$ cat src/rtl/serirq_pkg.sv
package serirq_pkg;

    typedef enum logic [2:0] {
        S_IDLE   = 3'd0,
        S_START  = 3'd1,
        S_SRECOV = 3'd2,
        S_FRAMES = 3'd3,
        S_STOP   = 3'd4,
        S_PRECOV = 3'd5
    } host_state_t;

endpackage

$ cat src/rtl/serirq_frame_ctr.sv
// Walks the IRQ/Data frames: phase 0 is the sample clock, 1 recovery, 2 turnaround.
module serirq_frame_ctr #(
    parameter int NFRAMES = 17,
    localparam int IDXW   = $clog2(NFRAMES)
) (
    input  logic            clk,
    input  logic            rst_n,
    input  logic            run,
    output logic [IDXW-1:0] fidx,
    output logic            smp,
    output logic            last
);
    logic [1:0] phase_q;
    logic [IDXW-1:0] idx_q;

    always_ff @(posedge clk or negedge rst_n) begin
        if (!rst_n) begin
            phase_q <= 2'd0;
            idx_q   <= '0;
        end else if (!run) begin
            phase_q <= 2'd0;
            idx_q   <= '0;
        end else if (phase_q == 2'd2) begin
            phase_q <= 2'd0;
            idx_q   <= idx_q + 1'b1;
        end else begin
            phase_q <= phase_q + 1'b1;
        end
    end

    assign fidx = idx_q;
    assign smp  = run && (phase_q == 2'd0);
    assign last = run && (phase_q == 2'd2) && (idx_q == IDXW'(NFRAMES - 1));

endmodule

$ cat src/rtl/serirq_capture.sv
// Gathers sampled levels into a shadow and publishes them once per cycle.
module serirq_capture #(
    parameter int NFRAMES = 17,
    localparam int IDXW   = $clog2(NFRAMES)
) (
    input  logic               clk,
    input  logic               rst_n,
    input  logic               smp,
    input  logic [IDXW-1:0]    fidx,
    input  logic               line_low,
    input  logic               commit,
    output logic [NFRAMES-1:0] vec
);
    logic [NFRAMES-1:0] shadow_q;

    always_ff @(posedge clk or negedge rst_n) begin
        if (!rst_n) begin
            shadow_q <= '0;
        end else if (smp) begin
            shadow_q[fidx] <= line_low;
        end
    end

    always_ff @(posedge clk or negedge rst_n) begin
        if (!rst_n) begin
            vec <= '0;
        end else if (commit) begin
            vec <= shadow_q;
        end
    end

endmodule

$ cat src/rtl/serirq_host.sv
module serirq_host
    import serirq_pkg::*;
#(
    parameter int NFRAMES   = 17,
    parameter int START_LEN = 4,
    localparam int IDXW     = $clog2(NFRAMES),
    localparam int CW       = $clog2(START_LEN + 3)
) (
    input  logic               clk,
    input  logic               rst_n,
    input  logic               sirq_in,
    output logic               sirq_out,
    output logic               sirq_oe,
    input  logic               quiet_sel,
    output logic [NFRAMES-1:0] irq_vec
);
    host_state_t state_q, state_n;
    logic [CW-1:0] cnt_q, cnt_n;
    logic          cont_q, cont_n;   // 1: host opens the next cycle
    logic          stop_q, stop_n;   // 1: short (quiet) Stop Frame
    logic          commit;
    logic          smp, last;
    logic [IDXW-1:0] fidx;

    serirq_frame_ctr #(.NFRAMES(NFRAMES)) u_frames (
        .clk  (clk),
        .rst_n(rst_n),
        .run  (state_q == S_FRAMES),
        .fidx (fidx),
        .smp  (smp),
        .last (last)
    );

    serirq_capture #(.NFRAMES(NFRAMES)) u_capture (
        .clk     (clk),
        .rst_n   (rst_n),
        .smp     (smp),
        .fidx    (fidx),
        .line_low(!sirq_in),
        .commit  (commit),
        .vec     (irq_vec)
    );

    // State register
    always_ff @(posedge clk or negedge rst_n) begin
        if (!rst_n) begin
            state_q <= S_IDLE;
            cnt_q   <= '0;
            cont_q  <= 1'b1;
            stop_q  <= 1'b0;
        end else begin
            state_q <= state_n;
            cnt_q   <= cnt_n;
            cont_q  <= cont_n;
            stop_q  <= stop_n;
        end
    end

    // Next-state logic
    always_comb begin
        state_n = state_q;
        cnt_n   = cnt_q;
        cont_n  = cont_q;
        stop_n  = stop_q;
        commit  = 1'b0;
        unique case (state_q)
            S_IDLE: begin
                if (cont_q) begin
                    state_n = S_START;
                    cnt_n   = '0;
                end else if (!sirq_in) begin
                    state_n = S_START;
                    cnt_n   = CW'(1);
                end
            end
            S_START: begin
                if (cnt_q == CW'(START_LEN - 1)) begin
                    state_n = S_SRECOV;
                end else begin
                    cnt_n = cnt_q + 1'b1;
                end
            end
            S_SRECOV: state_n = S_FRAMES;
            S_FRAMES: begin
                if (last) begin
                    state_n = S_STOP;
                    cnt_n   = '0;
                    stop_n  = quiet_sel;
                end
            end
            S_STOP: begin
                if (cnt_q == (stop_q ? CW'(1) : CW'(2))) begin
                    state_n = S_PRECOV;
                    commit  = 1'b1;
                    cont_n  = !stop_q;
                end else begin
                    cnt_n = cnt_q + 1'b1;
                end
            end
            S_PRECOV: state_n = S_IDLE;
            default:  state_n = S_IDLE;
        endcase
    end

    // Outputs
    always_comb begin
        sirq_oe  = 1'b0;
        sirq_out = 1'b1;
        unique case (state_q)
            S_START, S_STOP: begin
                sirq_oe  = 1'b1;
                sirq_out = 1'b0;
            end
            S_SRECOV, S_PRECOV: begin
                sirq_oe  = 1'b1;
                sirq_out = 1'b1;
            end
            default: begin
                sirq_oe  = 1'b0;
                sirq_out = 1'b1;
            end
        endcase
    end

    // Assertions
    always @(posedge clk) begin
        if (!rst_n) begin
            assert_tristate_in_reset_R1: assert (!sirq_oe && irq_vec == '0)
                else $error("driver or vector active in reset");
        end
    end

    assert_first_sample_R3: assert property (@(posedge clk) disable iff (!rst_n)
        (smp && fidx == '0) |-> $past(state_q) == S_SRECOV);

    assert_vec_stable_R4: assert property (@(posedge clk) disable iff (!rst_n)
        (state_q != S_STOP) |=> $stable(irq_vec));

    assert_stop_width_R5: assert property (@(posedge clk) disable iff (!rst_n)
        (state_q == S_PRECOV) |->
            ($past(state_q) == S_STOP && $past(state_q, 2) == S_STOP &&
             ($past(stop_q) ? ($past(state_q, 3) != S_STOP) : ($past(state_q, 3) == S_STOP))));

    assert_start_after_idle_R6: assert property (@(posedge clk) disable iff (!rst_n)
        (state_q == S_START && $past(state_q) != S_START) |-> $past(state_q) == S_IDLE);

    assert_quiet_released_R7: assert property (@(posedge clk) disable iff (!rst_n)
        (state_q == S_IDLE && !cont_q && sirq_in) |=> !sirq_oe);

    assert_no_drive_in_frames_R10: assert property (@(posedge clk) disable iff (!rst_n)
        smp |-> !sirq_oe);

endmodule

$ cat config.mk
export PLATFORM = sky130hd
export DESIGN_NAME = serirq_host
export DESIGN_NICKNAME = d
export VERILOG_FILES = /design/src/rtl/serirq_pkg.sv /design/src/rtl/serirq_frame_ctr.sv /design/src/rtl/serirq_capture.sv /design/src/rtl/serirq_host.sv
export SDC_FILE = /design/constraint.sdc
export NUM_CORES = 1
export LEC_CHECK = 0
export ABC_CLOCK_PERIOD_IN_PS = 2200
export BUFFER_PORTS_ARGS = -buffer_cell sky130_fd_sc_hd__buf_4
export CAP_MARGIN = 0
export CORE_ASPECT_RATIO = 0.75
export CORE_MARGIN = 4
export CORE_UTILIZATION = 50
export CTS_CLUSTER_DIAMETER = 30
export CTS_CLUSTER_SIZE = 40
export DETAILED_ROUTE_END_ITERATION = 8
export MAX_ROUTING_LAYER = met4
export PLACE_DENSITY_LB_ADDON = 0.1
export SLEW_MARGIN = 0
export SYNTH_ARGS = -nofsm -noshare
export SYNTH_HDL_FRONTEND = slang
export SYNTH_SLANG_ARGS = --single-unit
$ cat constraint.sdc
create_clock -name clk -period 2.2 [get_ports clk]
set_clock_uncertainty 0.1 [all_clocks]
set_input_delay 0.11 -clock clk [delete_from_list [all_inputs] [get_ports clk]]
set_output_delay 0.11 -clock clk [all_outputs]
set_load 0.02 [all_outputs]
==> results of run 1 <==
-- worst max-delay path, cell delays in order (launching register included) --
cell      delay (ns)
dfrtp_1         0.43
ha_1            0.23
ha_1            0.23
nor2b_1         0.15
o32ai_1         0.23
o211ai_2        0.18
mux2_2          0.30
-- report_power, final --
part	switching [uW]	total, uW	internal [uW]	leakage (uW)
Combinational	34.4	49.1	14.8	0.000654
Sequential	3.86	919	915	0.000601
Clock	299	555	255	0.0000512
Total	338	1520	1190	0.00131
-- placed cells by master (no fill, tap or decap) --
cell / synthesis / final
dfrtp_1: 48 / 48
nand2_1: 36 / 36
buf_4: 4 / 28
o21ai_0: 22 / 22
inv_1: 21 / 21
mux2i_1: 17 / 17
nor2_1: 11 / 11
nor3b_1: 6 / 6
ha_1: 6 / 6
clkbuf_8: 0 / 6
mux2_2: 4 / 4
nor3_1: 3 / 3
nor4b_1: 3 / 3
nor2b_1: 3 / 3
nand4_1: 3 / 3
xor2_1: 3 / 3
nand2b_1: 2 / 2
xnor2_1: 2 / 2
and3b_1: 2 / 2
o211ai_2: 2 / 2
o22ai_1: 2 / 2
a21oi_1: 2 / 2
dlygate4sd3_1: 0 / 2
nand3b_4: 1 / 1
a21o_1: 1 / 1
nand4b_1: 1 / 1
and4_1: 1 / 1
o32ai_1: 1 / 1
a311oi_1: 1 / 1
o21a_1: 1 / 1
o211ai_1: 1 / 1
o2bb2ai_1: 1 / 1
nand3_1: 1 / 1
clkinv_4: 0 / 1
clkinv_2: 0 / 1
dfstp_2: 1 / 1
-- area by class of cell --
type,count,share of cell area
sequential,49,0.469
multi-input combinational,139,0.349
timing repair buffer,30,0.0880
clock buffer,6,0.0316
inverter,21,0.0301
tap,55,0.0263
clock inverter,2,0.00526
-- metrics by stage --
stage	hold WS [ns]	utilization
2_1_floorplan	-0.286	-
3_3_place_gp	0.0521	0.591
3_5_place_dp	0.0662	0.591
4_1_cts	0.0466	0.618
5_1_grt	0.0678	0.618
6_report	0.0592	0.618
-- synthesized netlist by cell type --
master     count
nor3_1         3
o211ai_1       1
nor3b_1        6
inv_1         21
xnor2_1        2
ha_1           6
nor2b_1        3
mux2i_1       17
nand2_1       36
nand4_1        3
nor4b_1        3
o21ai_0       22
clkbuf_1       4
nand2b_1       2
nand3_1        1
nand4b_1       1
o21a_1         1
o22ai_1        2
dfrtp_1       48
a21oi_1        2
a21o_1         1
o32ai_1        1
and4_1         1
buf_4          4
dfstp_2        1
xor2_1         3
buf_2          3
and3b_1        2
nand3b_4       1
o211ai_2       2
o2bb2ai_1      1
nor2_1        11
a311oi_1       1
mux2_2         4
-- worst max path at each step --
stage | from | endpoint
3_5_place_dp | cnt_q[0] | cnt_q[0]
3_3_place_gp | cnt_q[0] | cnt_q[2]
4_1_cts | cnt_q[0] | cnt_q[0]
6_report | cnt_q[0] | cnt_q[0]
2_1_floorplan | cnt_q[0] | cnt_q[0]
5_1_grt | state_q[1] | u_capture.shadow_q[10]
-- routing by layer --
| layer | wire [um] | vias to the layer above |
|---|---|---|
| met2 | 1910 | 22 |
| met1 | 2230 | 749 |
| met4 | 61 | 0 |
| li1 | - | 782 |
| met5 | 0 | - |
| met3 | 138 | 7 |
-- what timing repair did --
item / in CTS / in global routing
hold buffers: 2 / 0
hold endpoints to repair: 49 / 0
setup endpoints to repair: 0 / 0
-- state kept, by name, indices dropped and copies added (netlist names) --
signal / count
cnt_q: 3
cont_q: 1
state_q: 3
stop_q: 1
u_capture.shadow_q: 17
u_capture.vec: 17
u_frames.fidx: 5
u_frames.phase_q: 2
-- cell families after synthesis --
family                   Yosys count  synth area share
buffers and inverters             32            0.0609
flip-flops                        49             0.538
adder cells (fa/ha/maj)            6            0.0329
XOR/XNOR                           5            0.0192
AND/OR/NAND/NOR                   73             0.164
multiplexers                      21            0.0944
AO/OA/AOI/OAI                     34            0.0906
==> flow_metrics.py, run 1 <==
metrics = {
    "global_routing": {
        "grt_pass1_wl_mm": 7.67,
        "grt_overflow": 0,
        "top_usage_layer": "met1",
        "grt_pass1_vias": 1585,
        "grt_use_met2": 0.251,
        "grt_max_degree": 50,
        "globalRouteTotalUtil": 0.178,
        "met3_usage": 0.0383,
        "antenna_found_initial": 0,
        "use_met1": 0.251,
    },
    "floorplan": {
        "core_region_area_um2": 4230,
        "initial_utilization": 0.539,
        "die_area_um2": 5710,
        "die_h_um": 66.5,
        "placementRows": 20,
        "die_w_um": 86.0,
        "io_pins": 23,
    },
    "drt": {
        "routed_wl_mm": 4.34,
        "drtAntennaViolNets": 0,
        "drc": 0,
        "drt-initial-drc-count": 108,
        "drt_first_pass_iters": 5,
        "routed_via_density": 5.17,
        "post_drt_wl_per_cell_um": 14.4,
        "dr_total_vias": 1560,
    },
    "flow_run": {
        "cap_violations": 0,
    },
    "placed_design": {
        "dpl.cell_count": 292,
        "placed_area_um2": 2500,
        "io_buffers": 22,
        "post-dp-hpwl_mm": 3.07,
        "dp_slack_ns": 0.231,
        "place_congestion": 0.869,
    },
    "timing": {
        "worst_slack_ns": 0.242,
        "slew_headroom": 0.600,
        "final.setup.tns_ns": 0,
        "fin_crit_ns": 1.96,
        "worst_pin_slew_ns": 0.599,
        "max_freq_mhz": 511,
        "slew_violations": 0,
        "setup_viol_count_final": 0,
        "period_share": 0.890,
        "grt_setup_unrepaired": "false",
        "hold_violations": 0,
    },
    "cells_and_area": {
        "diodes": 0,
        "multi_input_area_um2": 913,
        "drive_gt1_frac": 0.178,
        "final_area_um2": 2620,
        "fin_nets": 256,
        "layoutNonFillerInstCount": 302,
        "area_growth_pct": 14.7,
        "register_area_um2": 1230,
        "fillers": 358,
    },
    "critical_path": {
        "r2r_end": "cnt_q[0]",
        "path_class": "register to register",
        "critPathArrivalTime_ns": 2.05,
        "cp-start-kind": "register",
        "worstSetupEndpointType": "register",
        "reg2reg_slack_ns": 0.24,
        "worstPathRequired_ns": 2.29,
        "reg2reg_depth": 6,
        "r2r-start": "cnt_q[0]",
        "critPathMaxFanout": 5,
    },
    "cts": {
        "post_cts_buffers": 0,
        "path_clk_slew_ns": 0.09,
        "cts.repair.resized": 0,
        "clock-sinks": 49,
        "cts_tree": "done",
        "cts-htree-levels": 2,
        "cts_buffer_depth": 2,
        "numCtsBuffers": 5,
        "cts_root_buffer": "clkbuf_8",
        "clkLatencyLatePin_ns": 0.30,
    },
    "yosys": {
        "synth.top_cell.area_share": 0.527,
        "ys_seq_area_frac": 0.538,
        "post_synth.cell_area_avg_um2": 10.4,
        "synth_top_area_cell": "dfrtp_1",
        "synthCells": 220,
        "ys_ff_latch": 49,
        "netlist_area_um2": 2280,
        "synth_fp_nets": 230,
        "yosysUniqueCellTypes": 34,
        "synth.area.top_cells": "dfrtp_1 53%, mux2i_1 7.5%, nand2_1 5.9%, o21ai_0 4.8%, inv_1 3.5%",
        "yosys_warnings": 0,
    },
    "min_path": {
        "worst_hold_path.num_cells": 2,
        "worstHoldStart": "sirq_in",
        "hold_path_class": "input port to register",
        "hold_end": "u_capture.shadow_q[15]",
    },
    "status": {
        "outcome": "completed",
    },
    "pwr": {
        "ir_drop_uv": 333,
        "p_leak_uw": 0.00131,
        "power_uw": 1520,
        "powerDensity_nw_per_um2": 582,
    },
}
Power figures use the tool's default switching activity.
==> run 2: changes to the inputs <==
- ABC_AREA: not set -> 1
- CTS_CLUSTER_SIZE: 40 -> 14
- GPL_TIMING_DRIVEN: not set -> 0
==> run 2 against run 1 <==
Compared with the run above: first-iteration DRC count fell by 24%; sequential cell count did not move; non-clock buffer count rose by 2; largest cell class unchanged; area after synthesis rose by 1.4%.
==> flow_metrics.py, run 2 <==
metrics = {
    "pwr": {
        "clkPwrFrac": 0.209,
        "p_sw_uw": 1160,
        "comb_power_share": 0.390,
        "power_uw": 3130,
        "swShare": 0.371,
        "ir_drop_uv": 508,
        "p_int_uw": 1970,
        "powerDensity_nw_per_um2": 1160,
        "p_leak_uw": 0.00140,
        "power_frac_seq": 0.401,
    },
    "floorplan": {
        "die_area_um2": 5780,
        "die_w_um": 86.5,
        "initial_utilization": 0.517,
        "placementRows": 21,
        "die_h_um": 66.9,
        "io_pins": 23,
        "core_region_area_um2": 4470,
    },
    "timing": {
        "hold_violations": 0,
        "grt_setup_unrepaired": "false",
        "setup_viol_count_final": 0,
        "fin_crit_ns": 1.88,
        "final.setup.tns_ns": 0,
        "period_share": 0.856,
        "worst_pin_slew_ns": 0.602,
        "slew_headroom": 0.599,
        "max_freq_mhz": 531,
        "slew_violations": 0,
        "hold_ws_ns": 0.0904,
    },
    "yosys": {
        "netlist_area_um2": 2310,
        "yosys_warnings": 0,
        "synth_fp_nets": 287,
        "synthCells": 277,
        "yosysUniqueCellTypes": 26,
        "async_flop_share": 1.00,
        "ys_ff_latch": 49,
        "synth_ff_type": "dfrtp_1",
        "synth.most_common_cell": "nand2_1",
        "synth.area.top_cells": "dfrtp_1 52%, nand2_1 12%, inv_1 6.7%, o21ai_1 5.8%, nand3_1 3.7%",
        "ys_top_cells_by_count": "73 x nand2_1, 48 x dfrtp_1, 41 x inv_1, 27 x o21ai_1, 18 x nor2_1",
        "ys_seq_area_frac": 0.531,
        "synth.top_cell.area_share": 0.520,
        "synth_edf_count": 0,
        "synth_top_area_cell": "dfrtp_1",
        "post_synth.cell_area_avg_um2": 8.34,
    },
    "critical_path": {
        "cp-start-kind": "register",
        "r2r-start": "u_frames.fidx[0]",
        "worstPathRequired_ns": 2.29,
        "worstSetupEndpointType": "register",
        "r2r_end": "cnt_q[0]",
        "path_class": "register to register",
        "reg2reg_depth": 11,
        "reg2reg_slack_ns": 0.32,
        "critPathMaxFanout": 5,
        "critPathArrivalTime_ns": 1.97,
    },
    "drt": {
        "routed_wl_mm": 4.32,
        "drt-initial-drc-count": 82,
        "post_drt_wl_per_cell_um": 11.8,
        "drtAntennaViolNets": 0,
        "routed_via_density": 4.84,
        "drt_first_pass_iters": 4,
        "drc": 0,
        "dr_total_vias": 1773,
    },
    "cts": {
        "path_clk_slew_ns": 0.09,
        "cts.repair.resized": 0,
        "cts_tree": "done",
        "clock-sinks": 49,
        "post_cts_buffers": 0,
        "cts_root_buffer": "clkbuf_8",
        "numCtsBuffers": 5,
        "clkLatencyLatePin_ns": 0.29,
        "cts-htree-levels": 2,
        "cts_buffer_depth": 2,
    },
    "min_path": {
        "hold_end": "u_capture.shadow_q[14]",
        "worstHoldStart": "sirq_in",
        "worst_hold_path.num_cells": 4,
        "hold_path_class": "input port to register",
    },
    "global_routing": {
        "grt_pass1_vias": 1616,
        "grt_overflow": 0,
        "antenna_found_initial": 0,
        "grt_pass1_wl_mm": 7.40,
        "grt_max_degree": 50,
        "globalRouteTotalUtil": 0.169,
    },
    "placed_design": {
        "place_congestion": 0.832,
        "post-dp-hpwl_mm": 3.18,
        "io_buffers": 22,
    },
    "flow_run": {
        "cap_violations": 0,
    },
    "cells_and_area": {
        "area_growth_pct": 16.3,
        "diodes": 0,
        "final_cell_mix": "73 x nand2_1, 48 x dfrtp_1, 41 x inv_1",
        "final_common_cell": "nand2_1",
        "fin_nets": 318,
        "drive_gt1_frac": 0.149,
    },
    "status": {
        "outcome": "completed",
    },
}
-- run 2: cell types whose count changed after synthesis, sizes merged, moves of 4 or more --
cell,change
inv,+22
nor3,+6
nand2,+37
nor2,+9
nor3b,-6
mux2i,-17
nand3,+18
o21ai,+18
mux2,-4
-- run 2: per-stage QoR --
stage	instance area (um^2)	setup WS, ns	cells	util
2_1_floorplan	2310	0.626	277	-
3_3_place_gp	2550	0.339	356	0.570
3_5_place_dp	2550	0.333	356	0.570
4_1_cts	2690	0.316	366	0.602
5_1_grt	2690	0.0910	366	0.602
6_report	2690	0.317	366	0.602
-- run 2: worst max path at each step --
stage | from | to | slack, ns | cells past startpoint
detailed placement | u_frames.fidx[0] | cnt_q[0] | 0.33 | 11
global placement | u_frames.fidx[0] | cnt_q[0] | 0.34 | 11
finish | u_frames.fidx[0] | cnt_q[0] | 0.32 | 11
global route | u_frames.fidx[0] | cnt_q[1] | 0.09 | 11
floorplan | u_frames.fidx[0] | cnt_q[0] | 0.63 | 11
CTS | u_frames.fidx[0] | cnt_q[0] | 0.32 | 11
-- run 2: layout make-up --
type                       instances  area [um^2]
buffer                             8         51.3
timing repair buffer              24          185
tap                               57         71.3
inverter                          43          161
clock buffer                       6         82.6
fill                             427         1780
clock inverter                     2         37.5
sequential                        49         1230
multi-input combinational        177          871
-- run 2: worst max-delay path, stage by stage (launching register included) --
cell	delay, ns
dfrtp_1	0.42
inv_1	0.13
ha_1	0.28
nand2_1	0.07
inv_1	0.06
nand2_1	0.08
o21ai_2	0.14
nand2_1	0.12
inv_1	0.15
nand2_1	0.12
nand2_1	0.07
nand2_1	0.05
-- run 2: cell families after synthesis --
kind of cell	after synthesis	synth area share
simple gates	122	0.232
buf+inv	51	0.0920
compound gates	49	0.112
flops	49	0.531
fa+ha+maj	6	0.0325
-- run 2: power by group through the flow --
stage          clock network, uW  logic (uW)  registers, uW
2_1_floorplan                  0         639           1430
3_3_place_gp                   0        1210           1270
3_5_place_dp                   0        1220           1280
4_1_cts                      673        1230           1260
5_1_grt                      710        1350           1290
6_report                     654        1220           1260
-- run 2: timing repair --
action                                 4_1_cts  5_1_grt
setup endpoints to repair                    0        0
endpoints found under the hold margin       49        0
hold buffers                                 2        0
-- run 2: per-layer routing --
layer,vias to the layer above,wire [um],part of all wire,global-route usage
li1,938,-,-,-
met1,811,2380,0.55,0.251
met2,22,1760,0.41,0.228
met3,2,150,0.035,0.0371
met4,0,21,0.0049,0.0525
met5,-,0,0,-
==> run 3: changes to the inputs <==
- CORE_UTILIZATION: 50 -> 58
==> run 3 against run 2 <==
Compared with the run above: setup slack got worse by 0.042 ns; first-iteration DRC count up 23%; design area decreased by 0.37%; critical path depth is the same; fmax down 2.2%; die area down 12%; sequential cell count unchanged; sequential power barely moved; clock power fell by 0.9%; clock-buffer cell count rose by 1; via count increased by 5.1%.
==> flow_metrics.py, run 3 (synthesized netlist as in run 2, its figures left out) <==
metrics = {
    "status": {
        "outcome": "completed",
    },
    "drt": {
        "drtAntennaViolNets": 0,
        "drt-initial-drc-count": 101,
        "drc": 0,
        "routed_via_density": 5.16,
        "dr_total_vias": 1863,
        "drt_first_pass_iters": 4,
        "routed_wl_mm": 4.54,
        "post_drt_wl_per_cell_um": 12.6,
    },
    "critical_path": {
        "reg2reg_depth": 11,
        "worstPathRequired_ns": 2.30,
        "worstSetupEndpointType": "register",
        "path_class": "register to register",
        "critPathMaxFanout": 5,
        "critPathArrivalTime_ns": 2.03,
        "cp-start-kind": "register",
    },
    "placed_design": {
        "dpl.cell_count": 351,
        "place_congestion": 0.844,
        "post-dp-hpwl_mm": 3.42,
        "io_buffers": 22,
    },
    "global_routing": {
        "globalRouteTotalUtil": 0.219,
        "grt_max_degree": 50,
        "grt_pass1_wl_mm": 8.32,
        "grt_pass1_vias": 1864,
        "grt_overflow": 0,
        "antenna_found_initial": 0,
    },
    "timing": {
        "max_freq_mhz": 519,
        "final.setup.tns_ns": 0,
        "grt_setup_unrepaired": "false",
        "period_share": 0.875,
        "fin_crit_ns": 1.93,
        "worst_pin_slew_ns": 0.581,
        "slew_headroom": 0.613,
        "slew_violations": 0,
        "setup_viol_count_final": 0,
        "hold_violations": 0,
        "hold_ws_ns": 0.0806,
    },
    "cells_and_area": {
        "fillers": 304,
        "fin_nets": 318,
        "register_area_um2": 1230,
        "multi_input_area_um2": 871,
        "diodes": 0,
        "final_cell_mix": "73 x nand2_1, 48 x dfrtp_1, 41 x inv_1",
        "layoutNonFillerInstCount": 361,
        "final_common_cell": "nand2_1",
        "area_growth_pct": 15.9,
        "drive_gt1_frac": 0.146,
        "final_core_util": 0.713,
    },
    "pwr": {
        "comb_power_share": 0.392,
        "power_frac_seq": 0.401,
        "ir_drop_uv": 752,
        "swShare": 0.372,
        "powerDensity_nw_per_um2": 1170,
        "p_sw_uw": 1170,
        "p_int_uw": 1970,
        "clkPwrFrac": 0.206,
        "p_leak_uw": 0.00140,
    },
    "floorplan": {
        "io_pins": 23,
        "core_region_area_um2": 3760,
        "die_w_um": 80.9,
        "initial_utilization": 0.615,
        "die_h_um": 62.7,
        "die_area_um2": 5070,
        "placementRows": 19,
    },
    "cts": {
        "cts_tree": "done",
        "path_clk_slew_ns": 0.08,
        "cts_buffer_depth": 2,
        "clkLatencyLatePin_ns": 0.31,
        "cts_root_buffer": "clkbuf_8",
        "numCtsBuffers": 5,
        "cts.repair.resized": 0,
        "cts-htree-levels": 2,
        "holdBufCountCts": 2,
        "clock-sinks": 49,
        "post_cts_buffers": 0,
    },
    "min_path": {
        "worst_hold_path.num_cells": 4,
        "hold_path_class": "input port to register",
    },
    "flow_run": {
        "cap_violations": 0,
    },
}
[run 3: cell type report]
type                    count  area share
flip-flops and latches     49       0.458
multi-input cells         177       0.325
repair buffers             24      0.0692
inverters                  43      0.0603
clock buffers               7      0.0322
well taps                  52      0.0243
plain buffers               8      0.0192
clock inverters             1      0.0112
[run 3: power by group through the flow]
stage	logic (uW)	registers, uW	clock network (uW)
2_1_floorplan	639	1430	0
6_report	1230	1260	648
3_5_place_dp	1230	1280	0
3_3_place_gp	1200	1270	0
4_1_cts	1240	1260	658
5_1_grt	1380	1300	703
[run 3: routing by layer]
metal	wire, um	vias up	global-route usage
met2	2010	36	0.303
met5	0	-	-
met4	68	0	0.0823
met3	251	8	0.0533
met1	2210	884	0.313
li1	-	935	-
[run 3: final timing paths]
path,from,end,slack (ns)
hold / removal,sirq_in,u_capture.shadow_q[11],0.08
setup reg to reg,u_frames.fidx[0],cnt_q[0],0.27
max in group asynchronous,rst_n,u_frames.fidx[4],1.36
min in group asynchronous,rst_n,cnt_q[1],0.24
hold reg to reg,stop_q,cont_q,0.36
setup / recovery,u_frames.fidx[0],cnt_q[0],0.27
[run 3: metrics by stage]
stage	power (uW)	worst slack, ns	area, um^2
6_report	3140	0.275	2680
3_3_place_gp	2470	0.370	2540
3_5_place_dp	2510	0.326	2540
5_1_grt	3380	0.150	2680
2_1_floorplan	2070	0.626	2310
4_1_cts	3160	0.298	2680
[run 3: critical path: stages (launching register included)]
cell and delay, ns:
dfrtp_1 0.42, inv_1 0.14, ha_1 0.28, nand2_1 0.07, inv_1 0.05, nand2_1 0.08
o21ai_2 0.15, nand2_1 0.13, inv_1 0.16, nand2_1 0.12, nand2_1 0.08, nand2_1 0.05
